## config.mk

```make
export PLATFORM = sky130hd
export DESIGN_NAME = ipc_mailbox
export DESIGN_NICKNAME = d
export VERILOG_FILES = /design/src/rtl/mbox_pkg.sv /design/src/rtl/mbox_slot.sv /design/src/rtl/mbox_lock_bank.sv /design/src/rtl/ipc_mailbox.sv
export SDC_FILE = /design/constraint.sdc
export NUM_CORES = 1
export LEC_CHECK = 0
export BUFFER_PORTS_ARGS = -buffer_cell sky130_fd_sc_hd__buf_2
export CELL_PAD_IN_SITES_DETAIL_PLACEMENT = 1
export CELL_PAD_IN_SITES_GLOBAL_PLACEMENT = 1
export CORE_UTILIZATION = 30
export CTS_CLUSTER_SIZE = 40
export DETAILED_ROUTE_END_ITERATION = 10
export GPL_ROUTABILITY_DRIVEN = 1
export PLACE_DENSITY = 0.53
export SLEW_MARGIN = 10
export SYNTH_ARGS = -nofsm -noshare
export SYNTH_HDL_FRONTEND = slang
export SYNTH_SLANG_ARGS = --single-unit
```

## constraint.sdc

```tcl
create_clock -name clk -period 4.5 [get_ports clk]
set_clock_uncertainty 0.1 [all_clocks]
set_input_delay 0.9 -clock clk [delete_from_list [all_inputs] [get_ports clk]]
set_output_delay 0.9 -clock clk [all_outputs]
set_load 0.01 [all_outputs]
```

## src/rtl/mbox_pkg.sv

```systemverilog
package mbox_pkg;

    // Kind of register selected by an address on the port
    typedef enum logic [2:0] {
        RG_NONE,
        RG_CMD,
        RG_DATA,
        RG_FLAG,
        RG_EN,
        RG_LOCK
    } reg_kind_e;

endpackage

```

## src/rtl/mbox_slot.sv

```systemverilog
module mbox_slot #(
    parameter int DATA_W = 32
) (
    input  logic              clk,
    input  logic              rst_n,
    input  logic              cmd_we,
    input  logic              data_we,
    input  logic              en_we,
    input  logic              flag_clr,
    input  logic              flag_set,
    input  logic [DATA_W-1:0] wdata,
    input  logic              en_wdata,
    output logic [DATA_W-1:0] cmd_q,
    output logic [DATA_W-1:0] data_q,
    output logic              flag_q,
    output logic              en_q,
    output logic              irq
);

    always_ff @(posedge clk or negedge rst_n) begin
        if (!rst_n) begin
            cmd_q  <= '0;
            data_q <= '0;
            flag_q <= 1'b0;
            en_q   <= 1'b0;
        end else begin
            if (cmd_we)  cmd_q  <= wdata;
            if (data_we) data_q <= wdata;
            if (en_we)   en_q   <= en_wdata;
            // raising has priority over clearing
            if (cmd_we || flag_set) flag_q <= 1'b1;
            else if (flag_clr)      flag_q <= 1'b0;
        end
    end

    assign irq = flag_q & en_q;


    cmd_raises_flag_chk: assert property (@(posedge clk) disable iff (!rst_n)
        cmd_we |=> flag_q);


    set_beats_clear_chk: assert property (@(posedge clk) disable iff (!rst_n)
        (flag_set && flag_clr) |=> flag_q);


    clear_drops_flag_chk: assert property (@(posedge clk) disable iff (!rst_n)
        (flag_clr && !flag_set && !cmd_we) |=> !flag_q);


    flag_quiet_chk: assert property (@(posedge clk) disable iff (!rst_n)
        (!flag_clr && !flag_set && !cmd_we) |=> $stable(flag_q));

endmodule

```

## src/rtl/mbox_lock_bank.sv

```systemverilog
module mbox_lock_bank #(
    parameter int NUM_LOCKS = 32,
    localparam int IDX_W = $clog2(NUM_LOCKS)
) (
    input  logic                 clk,
    input  logic                 rst_n,
    input  logic                 rd_en,
    input  logic                 wr_en,
    input  logic [IDX_W-1:0]     idx,
    input  logic                 wbit,
    output logic [NUM_LOCKS-1:0] locks
);

    for (genvar k = 0; k < NUM_LOCKS; k++) begin : g_lock
        logic hit;
        assign hit = (idx == IDX_W'(k));
        always_ff @(posedge clk or negedge rst_n) begin
            if (!rst_n)                     locks[k] <= 1'b0;
            else if (hit && rd_en)          locks[k] <= 1'b1;
            else if (hit && wr_en && !wbit) locks[k] <= 1'b0;
        end
    end


    read_takes_lock_chk: assert property (@(posedge clk) disable iff (!rst_n)
        rd_en |=> locks[$past(idx)]);


    zero_frees_lock_chk: assert property (@(posedge clk) disable iff (!rst_n)
        (wr_en && !wbit) |=> !locks[$past(idx)]);


    one_keeps_lock_chk: assert property (@(posedge clk) disable iff (!rst_n)
        (wr_en && wbit) |=> $stable(locks));

endmodule

```

## src/rtl/ipc_mailbox.sv

```systemverilog
module ipc_mailbox
    import mbox_pkg::*;
#(
    parameter int NUM_ELEM  = 4,
    parameter int NUM_LOCKS = 32,
    parameter int DATA_W    = 32,
    parameter int ADDR_W    = 6
) (
    input  logic                clk,
    input  logic                rst_n,
    input  logic                req_valid,
    input  logic                req_write,
    input  logic [ADDR_W-1:0]   req_addr,
    input  logic [DATA_W-1:0]   req_wdata,
    output logic [DATA_W-1:0]   rd_data,
    output logic [NUM_ELEM-1:0] irq
);

    localparam int ELEM_IDX_W = $clog2(NUM_ELEM);
    localparam int LOCK_IDX_W = $clog2(NUM_LOCKS);
    localparam int CMD_BASE   = 0;
    localparam int DATA_BASE  = NUM_ELEM;
    localparam int FLAG_ADDR  = 2 * NUM_ELEM;
    localparam int EN_ADDR    = 2 * NUM_ELEM + 1;
    localparam int LOCK_BASE  = 2 ** (ADDR_W - 1);

    reg_kind_e               kind;
    logic [ELEM_IDX_W-1:0]   elem_idx;
    logic [LOCK_IDX_W-1:0]   lock_idx;
    logic                    wr_acc;
    logic                    rd_acc;
    logic [DATA_W-1:0]       cmd_arr  [NUM_ELEM];
    logic [DATA_W-1:0]       data_arr [NUM_ELEM];
    logic [NUM_ELEM-1:0]     flags;
    logic [NUM_ELEM-1:0]     enables;
    logic [NUM_LOCKS-1:0]    locks;
    logic [DATA_W-1:0]       rd_next;

    assign wr_acc   = req_valid &  req_write;
    assign rd_acc   = req_valid & !req_write;
    assign elem_idx = req_addr[ELEM_IDX_W-1:0];
    assign lock_idx = req_addr[LOCK_IDX_W-1:0];

    // address decode
    always_comb begin
        int a;
        a = int'(req_addr);
        if (a >= CMD_BASE && a < CMD_BASE + NUM_ELEM)          kind = RG_CMD;
        else if (a >= DATA_BASE && a < DATA_BASE + NUM_ELEM)   kind = RG_DATA;
        else if (a == FLAG_ADDR)                               kind = RG_FLAG;
        else if (a == EN_ADDR)                                 kind = RG_EN;
        else if (a >= LOCK_BASE && a < LOCK_BASE + NUM_LOCKS)  kind = RG_LOCK;
        else                                                   kind = RG_NONE;
    end

    for (genvar i = 0; i < NUM_ELEM; i++) begin : g_slot
        logic hit;
        assign hit = (elem_idx == ELEM_IDX_W'(i));
        mbox_slot #(.DATA_W(DATA_W)) u_slot (
            .clk      (clk),
            .rst_n    (rst_n),
            .cmd_we   (wr_acc && kind == RG_CMD  && hit),
            .data_we  (wr_acc && kind == RG_DATA && hit),
            .en_we    (wr_acc && kind == RG_EN),
            .flag_clr (wr_acc && kind == RG_FLAG && req_wdata[i]),
            .flag_set (wr_acc && kind == RG_FLAG && req_wdata[NUM_ELEM + i]),
            .wdata    (req_wdata),
            .en_wdata (req_wdata[i]),
            .cmd_q    (cmd_arr[i]),
            .data_q   (data_arr[i]),
            .flag_q   (flags[i]),
            .en_q     (enables[i]),
            .irq      (irq[i])
        );
    end

    mbox_lock_bank #(.NUM_LOCKS(NUM_LOCKS)) u_locks (
        .clk   (clk),
        .rst_n (rst_n),
        .rd_en (rd_acc && kind == RG_LOCK),
        .wr_en (wr_acc && kind == RG_LOCK),
        .idx   (lock_idx),
        .wbit  (req_wdata[0]),
        .locks (locks)
    );

    // read selection, from state before the accepting edge
    always_comb begin
        rd_next = '0;
        unique case (kind)
            RG_CMD:  rd_next = cmd_arr[elem_idx];
            RG_DATA: rd_next = data_arr[elem_idx];
            RG_FLAG: rd_next[NUM_ELEM-1:0] = flags;
            RG_EN:   rd_next[NUM_ELEM-1:0] = enables;
            RG_LOCK: rd_next[0] = locks[lock_idx];
            RG_NONE: rd_next = '0;
        endcase
    end

    always_ff @(posedge clk or negedge rst_n) begin
        if (!rst_n)      rd_data <= '0;
        else if (rd_acc) rd_data <= rd_next;
    end


    rd_hold_chk: assert property (@(posedge clk) disable iff (!rst_n)
        !rd_acc |=> $stable(rd_data));


    irq_masked_chk: assert property (@(posedge clk) disable iff (!rst_n)
        (wr_acc && kind == RG_EN && req_wdata[NUM_ELEM-1:0] == '0) |=> (irq == '0));


    lock_read_bit_chk: assert property (@(posedge clk) disable iff (!rst_n)
        (rd_acc && kind == RG_LOCK) |=> (rd_data[DATA_W-1:1] == '0));

endmodule

```

==> impl_metrics.env, run 1 <==
export IMPL_synth_warnings=0
export IMPL_grt_max_degree=88
export IMPL_post_cts_resized=0
export IMPL_ant_nets=0
export IMPL_antenna_found_initial=3
export IMPL_outcome="completed"
export IMPL_holdWs_ns=0.2865
export IMPL_core_area_um2=47850
export IMPL_rsz0062_at_grt="no"
export IMPL_layout_min_cycle_time_ns=2.911
export IMPL_fin_nets=1096
export IMPL_worstPathRequired_ns=4.82
export IMPL_final_area_um2=16850
export IMPL_cell_internal_pwr_mw=5.369
export IMPL_synth_avg_cell_area_um2=14.69
export IMPL_max_freq_mhz=343.6
export IMPL_critPathMaxFanout=64
export IMPL_grt_pass1_wl_um=61180
export IMPL_crit_family="simple AND/OR/NAND/NOR gates"
export IMPL_syn_num_nets=1034
export IMPL_multi_input_area_um2=6012
export IMPL_first_global_vias=9554
export IMPL_io_pins=78
export IMPL_drtIter0Drc=370
export IMPL_synthDistinctLibCells=38
export IMPL_p_total_mw=7.061
export IMPL_power_leakage_nw=7.682
export IMPL_ys_seq_area_frac=0.5632
export IMPL_post_cts_setup_buffers=0
export IMPL_critPathBufInv=1
export IMPL_h_tree_depth=2
export IMPL_cts_sinks=328
export IMPL_p_clk_frac=0.428
export IMPL_cts_tree="built"
export IMPL_area_growth_pct=15.64
export IMPL_clk_pin_slew_ns=0.06
export IMPL_power_frac_seq=0.475
export IMPL_numCtsBuffers=38
export IMPL_post_route_period_util=0.6468
export IMPL_place_congestion=0.7047
export IMPL_rrSetupSlack_ns=2.48
export IMPL_final_core_util=0.3522
export IMPL_start_kind="input pin"
export IMPL_pwr_density_cell_nw_per_um2=419.0
export IMPL_wire_per_inst_um=22.73
export IMPL_die_h_um=222.4
export IMPL_critPathKind="input pin to register"
export IMPL_start_util=0.3046
export IMPL_grt_overflow=0
export IMPL_p_sw_mw=1.692
export IMPL_fin_tns_setup_ns=0
export IMPL_dpl_instance_area_um2=15640
export IMPL_cap_violations=0
export IMPL_viasPerCell=5.130
export IMPL_relSlewSlack=0.4234
export IMPL_power_switching_share=0.2396
export IMPL_die_w_um=222.4
export IMPL_ir_drop_mv=0.2164
export IMPL_final_hold_viol_count=0
export IMPL_grt_usage=0.1625
export IMPL_synth_seq_cells=328
export IMPL_dieArea_um2=49460
export IMPL_row_count=80
export IMPL_port_buffers=77
export IMPL_arrival_ns=3.23
export IMPL_synth_cell_area_um2=14570
export IMPL_max_stage_delay_ns=0.62
export IMPL_syn_inst=992
export IMPL_clk_latency_ns=0.55
export IMPL_hpwl_um=21550
export IMPL_first_pass_iters=4
export IMPL_postCtsHoldBufs=0
export IMPL_cts_root_buf="clkbuf_16"
export IMPL_num_vias=8701
export IMPL_slew_violations=0
export IMPL_final_cell_mix="dfrtp_1 (328), mux2_2 (253), buf_2 (74), o21ai_0 (68), mux4_2 (64)"
export IMPL_seqCellArea_um2=8208
export IMPL_worst_setup_path_end_kind="register"
export IMPL_nFillCells=4923
export IMPL_cts_buffer_depth=3
export IMPL_hp_class="input pin to asynchronous set/reset pin"
export IMPL_worstMarginPinSlew_ns=0.8649
export IMPL_combPwrFrac=0.097
export IMPL_drive_above_1_share=0.4495
export IMPL_cp_slowest_cell="buf_6"
export IMPL_final_common_cell="dfrtp_1"
export IMPL_drt_total_wl_um=38550
export IMPL_crit_chain="buf_6 -> nor2b_1 -> nand2_1 -> nor3_1 -> nand3_1 -> mux2_2"
export IMPL_finalSetupViolations=0
export IMPL_drc=0
area by class of cell:
class,count,area share
Sequential cell,328,0.4871
Multi-Input combinational cell,590,0.3568
Clock buffer,59,0.06831
Tap cell,615,0.04566
Timing Repair Buffer,96,0.03839
Clock inverter,6,0.003490
Antenna cell,2,0.0002970
flip-flops by register name (all words and copies together), names as in the netlist:
name and flops:
g_slot.u_slot.cmd_q 128, u_locks.locks 32, rd_data 32, g_slot.u_slot.flag_q 4, g_slot.u_slot.data_q 128, g_slot.u_slot.en_q 4
synth_stat cells (all sizes together):
cell type    n  area (um2)
dfrtp      328        8208
a211oi       1       7.510
nand4        2       12.51
nor2        65       259.0
a31oi        1       6.260
o21ai       69       345.3
nor3         4       42.54
a21oi        2       10.01
clkbuf      23       86.33
nand4bb      1       11.26
a211o        1       8.760
buf         51       307.8
or2          1       6.260
a221o        4       40.04
a22oi        1       7.510
or4b         1       10.01
mux2       260        2928
nand2       23       86.33
mux2i       12       120.1
and2b        1       7.510
and2         6       37.54
a221oi      36       315.3
a22o         3       26.28
mux4        64        1441
nand3       11       65.06
nor4         2       42.54
nand4b       1       8.760
a2111oi      4       35.03
nor2b       10       65.06
nand2b       4       25.02
routing by layer:
layer / vias to the layer above / GRT usage / wire [um]
met4: 2 / 0.04516 / 707
li1: 3832 / - / -
met3: 46 / 0.02962 / 1280
met2: 104 / 0.2668 / 18610
met5: - / 0 / 12
met1: 4717 / 0.2197 / 17930
cells by family after synthesis:
| group | after synthesis | synth area share |
|---|---|---|
| compound gates | 122 | 0.05504 |
| buf+inv | 74 | 0.02705 |
| flops | 328 | 0.5632 |
| mux | 336 | 0.3081 |
| simple gates | 132 | 0.04662 |
power groups by stage:
stage                     clock, mW  combinational [mW]  sequential (mW)
final                          3.03               0.684             3.35
after global placement            0               0.684             3.40
after detailed placement          0               0.701             3.41
after floorplan                   0               0.437             3.37
after CTS                      3.13               0.703             3.36
after global routing           3.23               0.762             3.39
final timing paths:
path | cells after the start | startpoint | endpoint
max reg2reg | 6 | u_locks.locks[0] | rd_data[0]
max | 6 | req_addr[0] | g_slot[1].u_slot.en_q
min | 1 | rst_n | u_locks.locks[28]
max in group asynchronous | 2 | rst_n | g_slot[0].u_slot.data_q[21]
min in group clk | 1 | g_slot[0].u_slot.cmd_q[28] | g_slot[0].u_slot.cmd_q[28]
min reg2reg | 1 | g_slot[0].u_slot.cmd_q[28] | g_slot[0].u_slot.cmd_q[28]
per-stage QoR:
step / setup slack [ns] / std cells
2_1_floorplan: 1.912 / 992
3_3_place_gp: 1.154 / 1629
3_5_place_dp: 1.035 / 1629
4_1_cts: 1.605 / 1694
5_1_grt: 1.255 / 1695
6_report: 1.589 / 1696
(Power assumes the default switching activity.)
==> inputs of run 2 (changes only) <==
--- a/config.mk
+++ b/config.mk
@@ -12,7 +12,7 @@
 export CTS_CLUSTER_SIZE = 40
 export DETAILED_ROUTE_END_ITERATION = 10
 export GPL_ROUTABILITY_DRIVEN = 1
-export PLACE_DENSITY = 0.53
+export PLACE_DENSITY = 0.55
 export SLEW_MARGIN = 10
 export SYNTH_ARGS = -nofsm -noshare
 export SYNTH_HDL_FRONTEND = slang
==> constraint.sdc (replaced) <==
create_clock -name clk -period 2.5 [get_ports clk]
set_clock_uncertainty 0.1 [all_clocks]
set_input_delay 0.5 -clock clk [delete_from_list [all_inputs] [get_ports clk]]
set_output_delay 0.5 -clock clk [all_outputs]
set_load 0.01 [all_outputs]
==> impl_metrics.env, run 2 (synthesis gave the netlist of run 1 again) <==
export IMPL_outcome="completed"
export IMPL_final_common_cell="dfrtp_1"
export IMPL_dp_slack_ns=0.05007
export IMPL_start_kind="register"
export IMPL_hp_class="input pin to register"
export IMPL_post_cts_resized=0
export IMPL_postCtsHoldBufs=1
export IMPL_h_tree_depth=2
export IMPL_hpwl_um=23200
export IMPL_holdWs_ns=0.1825
export IMPL_row_count=80
export IMPL_dpl_instance_area_um2=16170
export IMPL_layout_min_cycle_time_ns=1.997
export IMPL_clk_pin_slew_ns=0.06
export IMPL_drive_above_1_share=0.4756
export IMPL_max_freq_mhz=500.8
export IMPL_r2r_start="u_locks.locks[4]"
export IMPL_combPwrFrac=0.099
export IMPL_post_route_period_util=0.7988
export IMPL_final_hold_viol_count=0
export IMPL_grt_pass1_wl_um=61150
export IMPL_final_cell_mix="dfrtp_1 (328), mux2_2 (253), buf_2 (74), o21ai_0 (68), mux4_2 (64)"
export IMPL_num_vias=8853
export IMPL_drc=0
export IMPL_post_cts_setup_buffers=0
export IMPL_final_core_util=0.3654
export IMPL_port_buffers=77
export IMPL_ir_drop_mv=0.3808
export IMPL_rr_endpoint="rd_data[0]"
export IMPL_numCtsBuffers=39
export IMPL_clk_latency_ns=0.56
export IMPL_r2r_cells=7
export IMPL_cts_sinks=328
export IMPL_fin_tns_setup_ns=0
export IMPL_power_switching_share=0.2404
export IMPL_pwr_density_cell_nw_per_um2=746.0
export IMPL_die_w_um=222.4
export IMPL_grtUsageMet3=0.03147
export IMPL_first_pass_iters=4
export IMPL_io_pins=78
export IMPL_worst_setup_path_end_kind="register"
export IMPL_cell_internal_pwr_mw=9.906
export IMPL_crit_chain="nor2b_1 -> a2111oi_0 -> buf_4 -> a221oi_1 -> a22oi_1 -> a31oi_1 -> a211o_1"
export IMPL_worstPathRequired_ns=2.83
export IMPL_grt_overflow=0
export IMPL_drt_total_wl_um=38170
export IMPL_p_sw_mw=3.135
export IMPL_holdPathStages=2
export IMPL_dieArea_um2=49460
export IMPL_max_stage_delay_ns=0.41
export IMPL_ant_nets=0
export IMPL_die_h_um=222.4
export IMPL_viasPerCell=5.070
export IMPL_relSlewSlack=0.5741
export IMPL_critPathKind="register to register"
export IMPL_fin_cells=1746
export IMPL_final_area_um2=17480
export IMPL_p_clk_frac=0.438
export IMPL_power_leakage_nw=8.009
export IMPL_core_area_um2=47850
export IMPL_worstMarginPinSlew_ns=0.6389
export IMPL_rsz0062_at_grt="no"
export IMPL_top_usage_layer="met2"
export IMPL_setup_slack_ns=0.5031
export IMPL_largestRegisters="g_slot.u_slot.cmd_q x128, g_slot.u_slot.data_q x128"
export IMPL_cts_buffer_depth=3
export IMPL_gr_usage_met2=0.2571
export IMPL_cts_tree="built"
export IMPL_area_growth_pct=19.95
export IMPL_cp_slowest_cell="a2111oi_0"
export IMPL_first_global_vias=9802
export IMPL_finalSetupViolations=0
export IMPL_place_congestion=0.7440
export IMPL_rrSetupSlack_ns=0.50
export IMPL_grt_usage=0.1613
export IMPL_grt_use_met1=0.2256
export IMPL_critPathMaxFanout=2
export IMPL_fin_nets=1142
export IMPL_holdPathEnd="g_slot[0].u_slot.cmd_q[28]"
export IMPL_min_delay_start="req_wdata[28]"
export IMPL_drtIter0Drc=448
export IMPL_antenna_found_initial=3
export IMPL_power_frac_seq=0.463
export IMPL_wire_per_inst_um=21.86
export IMPL_dp_cells=1673
export IMPL_p_total_mw=13.04
export IMPL_grt_max_degree=55
export IMPL_start_util=0.3046
export IMPL_cts_root_buf="clkbuf_16"
export IMPL_arrival_ns=2.32
export IMPL_slew_violations=0
export IMPL_cap_violations=0
==> run 2: power groups by stage <==
stage	Combinational, mW	Sequential (mW)	Clock, mW
5_1_grt	1.43	6.10	6.12
2_1_floorplan	0.787	6.07	0
3_3_place_gp	1.28	6.12	0
3_5_place_dp	1.32	6.13	0
4_1_cts	1.32	6.04	5.93
6_report	1.29	6.03	5.72
==> run 2: worst max-delay path by stage <==
stage,depth (start not counted),to,slack (ns),from
2_1_floorplan,6,g_slot[1].u_slot.cmd_q[10],0.31,req_addr[4]
3_3_place_gp,7,g_slot[0].u_slot.data_q[27],0.08,req_addr[2]
3_5_place_dp,7,g_slot[0].u_slot.data_q[25],0.05,req_addr[2]
4_1_cts,7,rd_data[0],0.46,u_locks.locks[4]
5_1_grt,7,rd_data[0],0.39,u_locks.locks[20]
6_report,7,rd_data[0],0.50,u_locks.locks[4]
==> run 2: area by class of cell <==
type	instances	area [um2]
Fill cell	4946	30370
Sequential cell	328	8208
Multi-Input combinational cell	590	6012
Timing Repair Buffer	141	1187
Clock buffer	57	1165
Tap cell	615	769.5
Clock inverter	13	133.9
Antenna cell	2	5.005
==> run 2: per-layer routing <==
| layer | wire [um] | part of all wire |
|---|---|---|
| met5 | 13 | 0.00034 |
| met4 | 691 | 0.018 |
| met3 | 1474 | 0.039 |
| met2 | 17940 | 0.47 |
| met1 | 18050 | 0.47 |
==> run 2: critical path: cells and delay by family (launching register included) <==
kind                   cells  cell delay [ns]
flip-flops                 1             0.37
AO/OA/AOI/OAI              5             1.10
AND/OR/NAND/NOR            1             0.13
buffers and inverters      1             0.19
